File: src/rtl/sqb_pkg.sv
`timescale 1ns/1ps
package sqb_pkg;

    typedef enum logic [2:0] {
        SEQ_IDLE    = 3'd0,
        SEQ_WR_REQ  = 3'd1,
        SEQ_WR_WAIT = 3'd2,
        SEQ_RD_REQ  = 3'd3,
        SEQ_RD_WAIT = 3'd4
    } seq_state_e;

    typedef enum logic {
        MODE_RELAXED = 1'b0,
        MODE_STRICT  = 1'b1
    } order_mode_e;

endpackage

File: src/rtl/sqb_fifo.sv
`timescale 1ns/1ps
module sqb_fifo #(
    parameter int DEPTH = 4,
    parameter int EW    = 40
) (
    input  logic                       clk,
    input  logic                       rst_n,
    input  logic                       push,
    input  logic [EW-1:0]              push_entry,
    input  logic                       pop,
    output logic [EW-1:0]              head_entry,
    output logic                       full,
    output logic                       empty,
    output logic [$clog2(DEPTH+1)-1:0] count
);
    localparam int PW = (DEPTH > 1) ? $clog2(DEPTH) : 1;
    localparam int CW = $clog2(DEPTH + 1);

    typedef struct packed {
        logic [DEPTH-1:0][EW-1:0] mem;
        logic [PW-1:0]            wr;
        logic [PW-1:0]            rd;
        logic [CW-1:0]            cnt;
    } fifo_t;

    fifo_t s_d, s_q;
    logic [DEPTH-1:0] wen;

    function automatic logic [PW-1:0] ptr_next(input logic [PW-1:0] p);
        return (p == PW'(DEPTH - 1)) ? '0 : p + 1'b1;
    endfunction

    for (genvar i = 0; i < DEPTH; i++) begin : g_wen
        assign wen[i] = push && (s_q.wr == PW'(i));
    end

    always_comb begin
        s_d = s_q;
        for (int i = 0; i < DEPTH; i++) begin
            if (wen[i]) begin
                s_d.mem[i] = push_entry;
            end
        end
        if (push) begin
            s_d.wr = ptr_next(s_q.wr);
        end
        if (pop) begin
            s_d.rd = ptr_next(s_q.rd);
        end
        s_d.cnt = s_q.cnt + CW'(push) - CW'(pop);
    end

    always_ff @(posedge clk or negedge rst_n) begin
        if (!rst_n) begin
            s_q <= '0;
        end else begin
            s_q <= s_d;
        end
    end

    assign head_entry = s_q.mem[s_q.rd];
    assign full       = (s_q.cnt == CW'(DEPTH));
    assign empty      = (s_q.cnt == '0);
    assign count      = s_q.cnt;

endmodule

File: src/rtl/sqb_l2_seq.sv
`timescale 1ns/1ps
module sqb_l2_seq
    import sqb_pkg::*;
#(
    parameter int AW = 8,
    parameter int DW = 32
) (
    input  logic          clk,
    input  logic          rst_n,
    input  logic          wr_pending,
    input  logic [AW-1:0] head_addr,
    input  logic [DW-1:0] head_data,
    input  logic          rd_start,
    input  logic [AW-1:0] rd_addr,
    output logic          pop,
    output logic          rd_done,
    output logic [DW-1:0] rd_data,
    output logic          rd_busy,
    output logic          l2_valid,
    input  logic          l2_ready,
    output logic          l2_we,
    output logic [AW-1:0] l2_addr,
    output logic [DW-1:0] l2_wdata,
    input  logic          l2_done,
    input  logic [DW-1:0] l2_rdata
);
    typedef struct packed {
        seq_state_e    st;
        logic [AW-1:0] addr;
        logic [DW-1:0] data;
    } seq_t;

    seq_t s_d, s_q;

    always_comb begin
        s_d = s_q;
        unique case (s_q.st)
            SEQ_IDLE: begin
                if (wr_pending) begin
                    s_d.st   = SEQ_WR_REQ;
                    s_d.addr = head_addr;
                    s_d.data = head_data;
                end else if (rd_start) begin
                    s_d.st   = SEQ_RD_REQ;
                    s_d.addr = rd_addr;
                end
            end
            SEQ_WR_REQ:  if (l2_ready) s_d.st = SEQ_WR_WAIT;
            SEQ_WR_WAIT: if (l2_done)  s_d.st = SEQ_IDLE;
            SEQ_RD_REQ:  if (l2_ready) s_d.st = SEQ_RD_WAIT;
            SEQ_RD_WAIT: if (l2_done)  s_d.st = SEQ_IDLE;
            default:                   s_d.st = SEQ_IDLE;
        endcase
    end

    always_ff @(posedge clk or negedge rst_n) begin
        if (!rst_n) begin
            s_q <= '0;
        end else begin
            s_q <= s_d;
        end
    end

    assign l2_valid = (s_q.st == SEQ_WR_REQ) || (s_q.st == SEQ_RD_REQ);
    assign l2_we    = (s_q.st == SEQ_WR_REQ);
    assign l2_addr  = s_q.addr;
    assign l2_wdata = s_q.data;
    assign pop      = (s_q.st == SEQ_WR_WAIT) && l2_done;
    assign rd_done  = (s_q.st == SEQ_RD_WAIT) && l2_done;
    assign rd_data  = l2_rdata;
    assign rd_busy  = (s_q.st == SEQ_RD_REQ) || (s_q.st == SEQ_RD_WAIT);

endmodule

File: src/rtl/sqb_ld_gate.sv
`timescale 1ns/1ps
module sqb_ld_gate
    import sqb_pkg::*;
#(
    parameter int AW = 8,
    parameter int DW = 32
) (
    input  logic          clk,
    input  logic          rst_n,
    input  logic          strict_mode,
    input  logic          ld_valid,
    input  logic [AW-1:0] ld_addr,
    input  logic          l1_hit,
    input  logic [DW-1:0] l1_rdata,
    input  logic          fifo_empty,
    input  logic          st_fire,
    input  logic          rd_busy,
    input  logic          rd_done,
    input  logic [DW-1:0] rd_data,
    output logic          ld_ready,
    output logic          rd_start,
    output logic [AW-1:0] rd_addr,
    output logic          rsp_valid,
    output logic [DW-1:0] rsp_data
);
    typedef struct packed {
        logic          vld;
        logic [DW-1:0] data;
    } rsp_t;

    rsp_t r_d, r_q;
    order_mode_e mode;
    logic stores_pending;
    logic hit_ok;
    logic miss_ok;
    logic ld_fire;

    assign mode           = order_mode_e'(strict_mode);
    assign stores_pending = !fifo_empty || st_fire;
    assign miss_ok        = !stores_pending && !rd_busy;
    assign hit_ok         = (mode == MODE_STRICT) ? (!stores_pending && !rd_busy) : !rd_busy;
    assign ld_ready       = l1_hit ? hit_ok : miss_ok;
    assign ld_fire        = ld_valid && ld_ready;
    assign rd_start       = ld_fire && !l1_hit;
    assign rd_addr        = ld_addr;

    always_comb begin
        r_d     = r_q;
        r_d.vld = 1'b0;
        if (ld_fire && l1_hit) begin
            r_d.vld  = 1'b1;
            r_d.data = l1_rdata;
        end else if (rd_done) begin
            r_d.vld  = 1'b1;
            r_d.data = rd_data;
        end
    end

    always_ff @(posedge clk or negedge rst_n) begin
        if (!rst_n) begin
            r_q <= '0;
        end else begin
            r_q <= r_d;
        end
    end

    assign rsp_valid = r_q.vld;
    assign rsp_data  = r_q.data;

endmodule

File: src/rtl/sc_store_queue.sv
`timescale 1ns/1ps
module sc_store_queue #(
    parameter int DEPTH = 4,
    parameter int AW    = 8,
    parameter int DW    = 32
) (
    input  logic                       clk,
    input  logic                       rst_n,
    input  logic                       strict_mode,
    input  logic                       st_valid,
    output logic                       st_ready,
    input  logic [AW-1:0]              st_addr,
    input  logic [DW-1:0]              st_data,
    input  logic                       ld_valid,
    output logic                       ld_ready,
    input  logic [AW-1:0]              ld_addr,
    input  logic                       l1_hit,
    input  logic [DW-1:0]              l1_rdata,
    output logic                       ld_rsp_valid,
    output logic [DW-1:0]              ld_rsp_data,
    output logic                       l2_valid,
    input  logic                       l2_ready,
    output logic                       l2_we,
    output logic [AW-1:0]              l2_addr,
    output logic [DW-1:0]              l2_wdata,
    input  logic                       l2_done,
    input  logic [DW-1:0]              l2_rdata,
    output logic                       buf_empty,
    output logic [$clog2(DEPTH+1)-1:0] buf_count
);
    localparam int EW = AW + DW;

    logic          fifo_full;
    logic          fifo_empty;
    logic          st_fire;
    logic          pop;
    logic [EW-1:0] head_entry;
    logic          rd_start;
    logic [AW-1:0] rd_addr;
    logic          rd_done;
    logic [DW-1:0] rd_data;
    logic          rd_busy;

    assign st_ready  = !fifo_full && !rd_busy;
    assign st_fire   = st_valid && st_ready;
    assign buf_empty = fifo_empty;

    sqb_fifo #(
        .DEPTH (DEPTH),
        .EW    (EW)
    ) u_fifo (
        .clk        (clk),
        .rst_n      (rst_n),
        .push       (st_fire),
        .push_entry ({st_addr, st_data}),
        .pop        (pop),
        .head_entry (head_entry),
        .full       (fifo_full),
        .empty      (fifo_empty),
        .count      (buf_count)
    );

    sqb_l2_seq #(
        .AW (AW),
        .DW (DW)
    ) u_seq (
        .clk        (clk),
        .rst_n      (rst_n),
        .wr_pending (!fifo_empty),
        .head_addr  (head_entry[EW-1:DW]),
        .head_data  (head_entry[DW-1:0]),
        .rd_start   (rd_start),
        .rd_addr    (rd_addr),
        .pop        (pop),
        .rd_done    (rd_done),
        .rd_data    (rd_data),
        .rd_busy    (rd_busy),
        .l2_valid   (l2_valid),
        .l2_ready   (l2_ready),
        .l2_we      (l2_we),
        .l2_addr    (l2_addr),
        .l2_wdata   (l2_wdata),
        .l2_done    (l2_done),
        .l2_rdata   (l2_rdata)
    );

    sqb_ld_gate #(
        .AW (AW),
        .DW (DW)
    ) u_gate (
        .clk         (clk),
        .rst_n       (rst_n),
        .strict_mode (strict_mode),
        .ld_valid    (ld_valid),
        .ld_addr     (ld_addr),
        .l1_hit      (l1_hit),
        .l1_rdata    (l1_rdata),
        .fifo_empty  (fifo_empty),
        .st_fire     (st_fire),
        .rd_busy     (rd_busy),
        .rd_done     (rd_done),
        .rd_data     (rd_data),
        .ld_ready    (ld_ready),
        .rd_start    (rd_start),
        .rd_addr     (rd_addr),
        .rsp_valid   (ld_rsp_valid),
        .rsp_data    (ld_rsp_data)
    );

endmodule

File: config.mk
export PLATFORM = sky130hd
export DESIGN_NAME = sc_store_queue
export DESIGN_NICKNAME = d
export VERILOG_FILES = /design/src/rtl/sqb_pkg.sv /design/src/rtl/sqb_fifo.sv /design/src/rtl/sqb_l2_seq.sv /design/src/rtl/sqb_ld_gate.sv /design/src/rtl/sc_store_queue.sv
export SDC_FILE = /design/constraint.sdc
export NUM_CORES = 1
export LEC_CHECK = 0
export ABC_AREA = 1
export ABC_CLOCK_PERIOD_IN_PS = 2300
export BUFFER_PORTS_ARGS = -buffer_cell sky130_fd_sc_hd__buf_4
export CORE_ASPECT_RATIO = 0.5
export CORE_MARGIN = 4
export CORE_UTILIZATION = 53
export DETAILED_ROUTE_END_ITERATION = 7
export GPL_TIMING_DRIVEN = 0
export PLACE_DENSITY = 0.74
export SYNTH_ARGS = -nofsm -noshare
export SYNTH_HDL_FRONTEND = slang
export SYNTH_HIERARCHICAL = 1
export SYNTH_SLANG_ARGS = --single-unit
export TNS_END_PERCENT = 30
File: constraint.sdc
create_clock -name clk -period 2.3 [get_ports clk]
set_input_delay 0.115 -clock clk [delete_from_list [all_inputs] [get_ports clk]]
set_output_delay 0.115 -clock clk [all_outputs]
set_load 0.02 [all_outputs]
======== Word-level counts from Yosys, hierarchy flattened ========
Cells that the tools add are included.
word-level totals
  register bits after elaboration ......... 243
  input bits .............................. 120
  output and inout port bits .............. 81
  logic and storage cells ................. 74
cells by class
  $add $sub $neg .......................... 4
  $lt $le $gt $ge ......................... 1
  equality and inequality tests ........... 14
  multiplexer cells ....................... 14
  bitwise logic cells ..................... 1
  reduce and logical (&&, ||, !) cells .... 28
operators with widths
  cell                                                  number
  binary-select mux 40 bit (select 2 bit)               1
  2-to-1 mux 33 bit                                     2
  2-to-1 mux 40 bit                                     1
  2-to-1 mux 11 bit                                     2
  logical AND 1 bit                                     12
  case mux 3 bit (4 select lines)                       1
  2-to-1 mux 3 bit                                      3
  equality test 2 bit (second input constant)           3
  equality test 3 x 2 -> 1 bit (second input constant)  2
  equality test 3 bit (second input constant)           2
  logical NOT 3 bit                                     2
  inequality test 2 bit (second input constant)         3
  logical NOT 1 bit                                     5
  adder 2 x 1 -> 2 bit (second input constant)          2
  2-to-1 mux 2 bit                                      2
  AND reduction 2 bit                                   2
  AND reduction 4 bit                                   1
  adder 3 x 1 -> 3 bit                                  1
  equality test 3 x 1 -> 1 bit (second input constant)  1
  logical OR 1 bit                                      3
  < comparator 2 x 3 -> 1 bit (second input constant)   1
  inequality test 3 bit (second input constant)         1
  subtractor 3 x 1 -> 3 bit                             1
  equality test 2 x 1 -> 1 bit (second input constant)  1
  other kinds (6)                                       7

======== Depth between registers and ports, before layout ========
  depth after elaboration ................. 15
  depth in mapped cells ................... 19
  depth with buffers taken out ............ 19

======== Cells and area by module ========
Netlist, hierarchy kept.
by module, submodules not included
  module          times used  cells each  area an instance (µm²)  sequential area each (µm²)
  sqb_fifo        1           1,069       8,858.5                 4,179.0
  sqb_l2_seq      1           301         2,514.9                 1,076.0
  sqb_ld_gate     1           265         1,956.9                 825.8
  sc_store_queue  1           7           31.3                    0.0

======== Worst setup path after synthesis ========
OpenSTA, ideal clock, no wires.
  kind .................................... register to register
  start point ............................. register u_seq/s_q[40] (netlist name)
  end point ............................... register u_seq.s_q (netlist bit u_seq/l2_addr[7])
  setup time .............................. 123 ps
  arrival time ............................ 2,392 ps
  data required time ...................... 2,177 ps
  slack ................................... -215 ps
  stages on the path, launching flop included .. 19
  period minus slack after synthesis ...... 2,515 ps
  cell sequence ........................... dfrtp_1 -> inv_1 -> nor2_2 -> inv_1 -> o21ai_0 -> inv_1 -> nand2_2 -> nor2_2 -> inv_1 -> nand2_1 -> a21oi_1 -> nand3_1 -> inv_1 -> nor2_2 -> nor2_4 -> inv_2 -> buf_12 -> nand2_2 -> o21ai_2
on the way
  word-level cells in the longest chain between the ends .. 14
  elaborated cells on any way between the ends .. 16
  classes of those cells .................. 3 x eq/ne; 2 x mux; 11 x reduce/logical
ends and longest elaborated chain
  what                                                                        RTL line              RTL
  start, declared                                                             sqb_l2_seq.sv:33      seq_t s_d, s_q;
  start signal, assigned                                                      sqb_l2_seq.sv:58      s_q <= '0;
  start signal, assigned                                                      sqb_l2_seq.sv:60      s_q <= s_d;
  equality test 3 x 2 -> 1 bit / equality test 3 bit (equally long branches)  sqb_l2_seq.sv:71      assign rd_busy = (s_q.st == SEQ_RD_REQ) || (s_q.st == SEQ_RD_WAIT);
  logical OR 1 bit *                                                          sqb_l2_seq.sv:71
  net rd_busy                                                                 sc_store_queue.sv:42  logic rd_busy;
  logical NOT 1 bit *                                                         sc_store_queue.sv:44  assign st_ready = !fifo_full && !rd_busy;
  logical AND 1 bit *                                                         sc_store_queue.sv:44
  logical AND 1 bit *                                                         sc_store_queue.sv:45  assign st_fire = st_valid && st_ready;
  net st_fire                                                                 sc_store_queue.sv:35  logic st_fire;
  logical OR 1 bit *                                                          sqb_ld_gate.sv:39     assign stores_pending = !fifo_empty || st_fire;
  (+2 left out)                                                               -
  2-to-1 mux 1 bit                                                            sqb_ld_gate.sv:41     assign hit_ok = (mode == MODE_STRICT) ? (!stores_pending && !rd_busy) : !rd_busy;
  2-to-1 mux 1 bit *                                                          sqb_ld_gate.sv:42     assign ld_ready = l1_hit ? hit_ok : miss_ok;
  net ld_ready                                                                sc_store_queue.sv:15  output logic ld_ready,
  logical AND 1 bit *                                                         sqb_ld_gate.sv:43     assign ld_fire = ld_valid && ld_ready;
  logical AND 1 bit *                                                         sqb_ld_gate.sv:44     assign rd_start = ld_fire && !l1_hit;
  net rd_start                                                                sc_store_queue.sv:38  logic rd_start;
  inequality test 2 bit (no line) *                                           -
  AND reduction 2 bit (no line) *                                             -
Mark *: on every way through the listed nets, which the timed path passes. The rest lies on a longest branch.
A chain may end at the register's enable or synchronous reset.

======== Worst setup path in the final report ========
  start point ............................. register u_seq/s_q[42] (netlist name)
  end point ............................... output port ld_ready
on the way
  word-level cells in the longest chain between the ends .. 10
  elaborated cells on any way between the ends .. 11
  classes of those cells .................. 2 x eq/ne; 2 x mux; 7 x reduce/logical
ends and longest elaborated chain
  what                                                                        RTL line
  equality test 3 x 2 -> 1 bit / equality test 3 bit (equally long branches)  sqb_l2_seq.sv:71
  logical OR 1 bit *                                                          sqb_l2_seq.sv:71
  net rd_busy                                                                 sc_store_queue.sv:42
  logical NOT 1 bit *                                                         sc_store_queue.sv:44
  logical AND 1 bit *                                                         sc_store_queue.sv:44
  logical AND 1 bit *                                                         sc_store_queue.sv:45
  net st_fire                                                                 sc_store_queue.sv:35
  logical OR 1 bit *                                                          sqb_ld_gate.sv:39
  logical NOT 1 bit *                                                         sqb_ld_gate.sv:40, sqb_ld_gate.sv:41
  logical AND 1 bit *                                                         sqb_ld_gate.sv:40, sqb_ld_gate.sv:41
  2-to-1 mux 1 bit                                                            sqb_ld_gate.sv:41
  2-to-1 mux 1 bit *                                                          sqb_ld_gate.sv:42
  end, declared                                                               sc_store_queue.sv:15
Marked as above.

==> report_table.html <==
<table>
<tr><th>Metric</th><th>Value</th></tr>
<tr><th colspan="2">Flow run</th></tr>
<tr><td>Max-capacitance violation count</td><td>0</td></tr>
<tr><th colspan="2">Finish</th></tr>
<tr><td>Post-layout utilization of the core</td><td>69.6%</td></tr>
<tr><td>Area grow syn2layout</td><td>26.9%</td></tr>
<tr><td>Count of fill cells added during filler insertion</td><td>1,968</td></tr>
<tr><td>Final layout net count</td><td>2,074</td></tr>
<tr><td>Fraction of final layout cells sized beyond drive strength 1</td><td>27.5%</td></tr>
<tr><td>Diode count</td><td>0</td></tr>
<tr><th colspan="2">Clock tree</th></tr>
<tr><td>Clock Pin Slew Worst Setup and Hold Paths</td><td>70 ps</td></tr>
<tr><td>Buffer type at the clock tree root</td><td>sky130_fd_sc_hd__clkbuf_16</td></tr>
<tr><td>Deepest clock path buffer count</td><td>3</td></tr>
<tr><td>Clock sink count</td><td>243</td></tr>
<tr><td>Worst-Skew Late Latency</td><td>520 ps</td></tr>
<tr><td>TritonCTS clock tree</td><td>done</td></tr>
<tr><td>Inserted Clock Buffers</td><td>23</td></tr>
<tr><td>Clock H-tree levels</td><td>1</td></tr>
<tr><th colspan="2">Worst setup path</th></tr>
<tr><td>Cell Chain, Critical Path</td><td>nor2_4 -&gt; inv_1 -&gt; o21ai_4 -&gt; inv_1 -&gt; nand2_2 -&gt; nor2_2 -&gt; inv_1 -&gt; nand2_1 -&gt; a21oi_4 -&gt; buf_4</td></tr>
<tr><td>Endpoint of the most critical register-to-register path</td><td>u_seq/l2_addr[7]$_DFFE_PN0P_</td></tr>
<tr><td>Biggest cell delay along the critical path</td><td>440 ps</td></tr>
<tr><td>Crit path required time</td><td>2180 ps</td></tr>
<tr><td>Category of cells accounting for the largest share of critical-path delay</td><td>flip-flops</td></tr>
<tr><td>Kind of launch point of the worst setup path</td><td>register</td></tr>
<tr><td>Most numerous cell on the critical path</td><td>sky130_fd_sc_hd__inv_1</td></tr>
<tr><td>Endpoint class of the critical path</td><td>output port</td></tr>
<tr><td>FF-to-FF setup slack</td><td>160 ps</td></tr>
<tr><td>Startpoint of the worst-slack reg-to-reg timing path</td><td>u_seq/s_q[42]$_DFFE_PN0P_</td></tr>
<tr><td>Type of the setup path with the least slack</td><td>reg -&gt; out</td></tr>
<tr><td>WP buf/inv</td><td>4</td></tr>
<tr><td>CP max-delay cell</td><td>sky130_fd_sc_hd__dfrtp_2</td></tr>
<tr><td>Largest fanout on the critical path</td><td>4</td></tr>
<tr><td>Number of cells on the worst reg-to-reg path</td><td>17</td></tr>
<tr><td>Arrival time of the worst setup path</td><td>2060 ps</td></tr>
<tr><th colspan="2">Logic synthesis</th></tr>
<tr><td>Commonest cells post-synth</td><td>sky130_fd_sc_hd__nand2_1 (558), sky130_fd_sc_hd__inv_1 (266), sky130_fd_sc_hd__dfrtp_1 (243), sky130_fd_sc_hd__nand3_1 (172), sky130_fd_sc_hd__o21ai_2 (138)</td></tr>
<tr><td>Cell type with the largest total area after synthesis</td><td>sky130_fd_sc_hd__dfrtp_1</td></tr>
<tr><td>Synth top area share</td><td>45.5%</td></tr>
<tr><td>Post-synthesis async set-or-reset flop share</td><td>100%</td></tr>
<tr><td>Post-Syn Area per Cell</td><td>8.14 um2</td></tr>
<tr><td>Post-Syn Area</td><td>0.0134 mm2</td></tr>
<tr><td>Register area share after synthesis</td><td>45.5%</td></tr>
<tr><td>Post-synth net total</td><td>1,770</td></tr>
<tr><td>Ys flop type</td><td>sky130_fd_sc_hd__dfrtp_1</td></tr>
<tr><td>Unique cell type count in the Yosys netlist</td><td>28</td></tr>
<tr><td>Yosys warns</td><td>6</td></tr>
<tr><td>Count leader, synth</td><td>sky130_fd_sc_hd__nand2_1</td></tr>
<tr><td>Count of flip-flops with a built-in enable after synthesis</td><td>0</td></tr>
<tr><td>Top area cells in the synthesized netlist</td><td>sky130_fd_sc_hd__dfrtp_1 (46%), sky130_fd_sc_hd__nand2_1 (16%), sky130_fd_sc_hd__o21ai_2 (9.0%), sky130_fd_sc_hd__inv_1 (7.5%), sky130_fd_sc_hd__nand3_1 (6.4%)</td></tr>
<tr><td>Cell count after synthesis</td><td>1,642</td></tr>
<tr><td>Yosys reg bits</td><td>243</td></tr>
<tr><th colspan="2">Timing</th></tr>
<tr><td>Worst-Margin Slew</td><td>585 ps</td></tr>
<tr><td>Setup violators final</td><td>0</td></tr>
<tr><td>Fmax</td><td>460 MHz</td></tr>
<tr><td>Slew Limit Headroom</td><td>61.0%</td></tr>
<tr><td>Clock Skew</td><td>11.3 ps</td></tr>
<tr><td>Share of the cycle needed by the critical path after routing</td><td>94.4%</td></tr>
<tr><td>Final hold violations</td><td>0</td></tr>
<tr><td>Final Max Tran Viols</td><td>0</td></tr>
<tr><td>Worst setup slack after layout</td><td>128 ps</td></tr>
<tr><td>Period minus WS final</td><td>2170 ps</td></tr>
<tr><th colspan="2">Floorplanning</th></tr>
<tr><td>Die height</td><td>120 um</td></tr>
<tr><td>Core region area</td><td>0.0244 mm2</td></tr>
<tr><td>Top Ports</td><td>201</td></tr>
<tr><td>Site Rows</td><td>40</td></tr>
<tr><td>Die X-Extent</td><td>233 um</td></tr>
<tr><td>DIE AREA</td><td>0.0280 mm2</td></tr>
<tr><td>Initial core utilization</td><td>54.8%</td></tr>
<tr><th colspan="2">Power and ir drop</th></tr>
<tr><td>Logic gate share of total power</td><td>51.5%</td></tr>
<tr><td>Switching fraction of total power</td><td>42.1%</td></tr>
<tr><td>Largest voltage drop on the vdd net</td><td>595 uV</td></tr>
<tr><td>Overall Power</td><td>22.6 mW</td></tr>
<tr><td>Pwr/cell area</td><td>1330 mW/mm2</td></tr>
<tr><td>Seq pwr share</td><td>32.1%</td></tr>
<tr><td>Net switching power</td><td>9.48 mW</td></tr>
<tr><td>Leakage</td><td>9.28 nW</td></tr>
<tr><td>Cell internal pwr</td><td>13.1 mW</td></tr>
<tr><td>Part of the power in the clock network</td><td>16.4%</td></tr>
<tr><th colspan="2">Placed design</th></tr>
<tr><td>Pre-CTS setup slack</td><td>23.6 ps</td></tr>
<tr><td>Final RePlAce weighted congestion</td><td>0.816</td></tr>
<tr><td>DPL Wire Length</td><td>22.4 mm</td></tr>
<tr><td>Number of buffer cells added on primary ports</td><td>160</td></tr>
<tr><th colspan="2">Routing</th></tr>
<tr><td>Violation count after the first detailed-route iteration</td><td>923</td></tr>
<tr><td>Number of optimization iterations in the first detailed-route pass</td><td>5</td></tr>
<tr><td>Post-route DRC</td><td>0</td></tr>
<tr><td>Total via count after detailed routing</td><td>11,400</td></tr>
<tr><td>Routed len/inst</td><td>15.4 um</td></tr>
<tr><td>Post-detailed-route via-to-cell ratio</td><td>4.96</td></tr>
<tr><td>Antenna-violating nets left</td><td>0</td></tr>
<tr><td>Routed wire length</td><td>35.4 mm</td></tr>
<tr><th colspan="2">Global route</th></tr>
<tr><td>Wire length of the first global-routing pass</td><td>56.8 mm</td></tr>
<tr><td>Total global-route track usage</td><td>25.1%</td></tr>
<tr><td>Vias in the first global route</td><td>10,900</td></tr>
<tr><td>Number of antenna violations at the first check in global routing</td><td>0</td></tr>
<tr><td>Pin count of the biggest net entering global routing</td><td>115</td></tr>
<tr><td>Remaining global-route overflow</td><td>0</td></tr>
<tr><th colspan="2">Outcome</th></tr>
<tr><td>Status</td><td>completed</td></tr>
<tr><th colspan="2">Worst hold path</th></tr>
<tr><td>Endpoint of the worst hold-timing path</td><td>u_gate/rsp_data[18]$_DFFE_PN0P_</td></tr>
<tr><td>Worst hold path type</td><td>in -&gt; reg</td></tr>
<tr><td>Worst hold path depth</td><td>5</td></tr>
<tr><td>Hold wc startpoint</td><td>ld_valid</td></tr>
</table>
## flip-flops by register name, summed over array words and instances (netlist names)
register	flops
u_seq/s_q	3
u_gate/rsp_data	32
u_seq/l2_addr	8
u_gate/rsp_valid	1
u_seq/l2_wdata	32
u_fifo/s_q	164
u_fifo/count	3
## layout by cell type, fill, tap and decap left out, types with 2 or more instances in the layout
master                            n
sky130_fd_sc_hd__nand2_1        558
sky130_fd_sc_hd__inv_1          266
sky130_fd_sc_hd__buf_4          248
sky130_fd_sc_hd__dfrtp_1        242
sky130_fd_sc_hd__nand3_1        172
sky130_fd_sc_hd__o21ai_2        138
sky130_fd_sc_hd__dlygate4sd3_1  115
sky130_fd_sc_hd__buf_6           51
sky130_fd_sc_hd__o21ai_1         30
sky130_fd_sc_hd__clkbuf_16       23
sky130_fd_sc_hd__buf_2           22
sky130_fd_sc_hd__o21ai_0         13
sky130_fd_sc_hd__nand3_2         11
sky130_fd_sc_hd__clkbuf_1         8
sky130_fd_sc_hd__clkinv_2         8
sky130_fd_sc_hd__ha_1             7
sky130_fd_sc_hd__clkbuf_8         6
sky130_fd_sc_hd__nor2_1           6
sky130_fd_sc_hd__nand2_2          4
sky130_fd_sc_hd__nand2_8          4
sky130_fd_sc_hd__nor2_4           4
sky130_fd_sc_hd__nor2_2           3
sky130_fd_sc_hd__clkinvlp_4       2
sky130_fd_sc_hd__buf_16           2
sky130_fd_sc_hd__inv_4            2
sky130_fd_sc_hd__inv_2            2
sky130_fd_sc_hd__buf_1            2
sky130_fd_sc_hd__nand2_4          2
## how the worst max path moves through the flow
stage | from | to | slack, ps | depth (start not counted)
detailed placement | u_seq/s_q[40]$_DFFE_PN0P_ | u_seq/l2_addr[7]$_DFFE_PN0P_ | 20 | 18
global placement | rst_n | u_gate/rsp_data[0]$_DFFE_PN0P_ | -850 | 1
finish | u_seq/s_q[42]$_DFFE_PN0P_ | ld_ready | 130 | 10
floorplan | u_seq/s_q[40]$_DFFE_PN0P_ | u_seq/l2_addr[7]$_DFFE_PN0P_ | 30 | 18
global route | u_seq/s_q[40]$_DFFE_PN0P_ | u_seq/l2_addr[7]$_DFFE_PN0P_ | -2 | 18
CTS | u_seq/s_q[42]$_DFFE_PN0P_ | u_fifo/count[2]$_DFF_PN0_ | 60 | 9
## worst min-delay path: cells and delay by family
family | cells | cell delay (ps)
buffers and inverters | 1 | 130
and+or+nand+nor | 4 | 250
## per-stage QoR
stage,hold slack (ps),instances,setup TNS [ps],area [um2]
4_1_cts,11.5,2295,0,16900
6_report,40.8,2297,0,17000
3_5_place_dp,18.0,2140,0,15100
2_1_floorplan,-181,1642,0,13400
3_3_place_gp,336,2138,-198000,15000
5_1_grt,38.9,2297,-2.29,17000
## power groups by stage
| stage | registers (mW) | logic, mW | clock network (mW) |
|---|---|---|---|
| detailed placement | 7.27 | 11.3 | 0 |
| finish | 7.25 | 11.6 | 3.69 |
| floorplan | 7.39 | 7.95 | 0 |
| global placement | 7.23 | 11.1 | 0 |
| CTS | 7.22 | 11.5 | 3.77 |
| global route | 7.47 | 12.9 | 3.95 |
## per-layer routing
layer  GRT usage (%)  vias to the layer above  wire [um]  share of wire [%]
li1                -                     5555          -                  -
met4            5.67                        0        752                2.1
met1            34.6                     5403      15700                 44
met3            4.90                       66       2590                7.3
met5               0                        -          0                  0
met2            41.6                      376      16400                 46
## final cells by class
cell class,instances,area [um2],area share (%)
Clock inverter,11,85.1,0.502
Clock buffer,29,628,3.70
Sequential cell,243,6080,35.9
Multi-Input combinational cell,957,4860,28.7
Tap cell,336,420,2.48
Timing Repair Buffer,279,2430,14.3
Inverter,270,1020,6.01
Buffer,172,1430,8.43
## what timing repair did
action                     CTS  global route
hold endpoints to repair   332             0
resized for setup            1             5
pin swaps                    0             1
setup buffers                0             2
hold buffers               115             0
setup endpoints to repair    1            33
## cells by family (layout without fill, tap and decap cells)
family / Yosys count / in the layout / share of synthesized area [%]
fa+ha+maj: 8 / 8 / 0.805
simple gates: 766 / 766 / 24.6
compound gates: 183 / 183 / 10.7
buf+inv: 442 / 761 / 18.3
flops: 243 / 243 / 45.5
No activity file was read; power rests on OpenSTA's default activity.
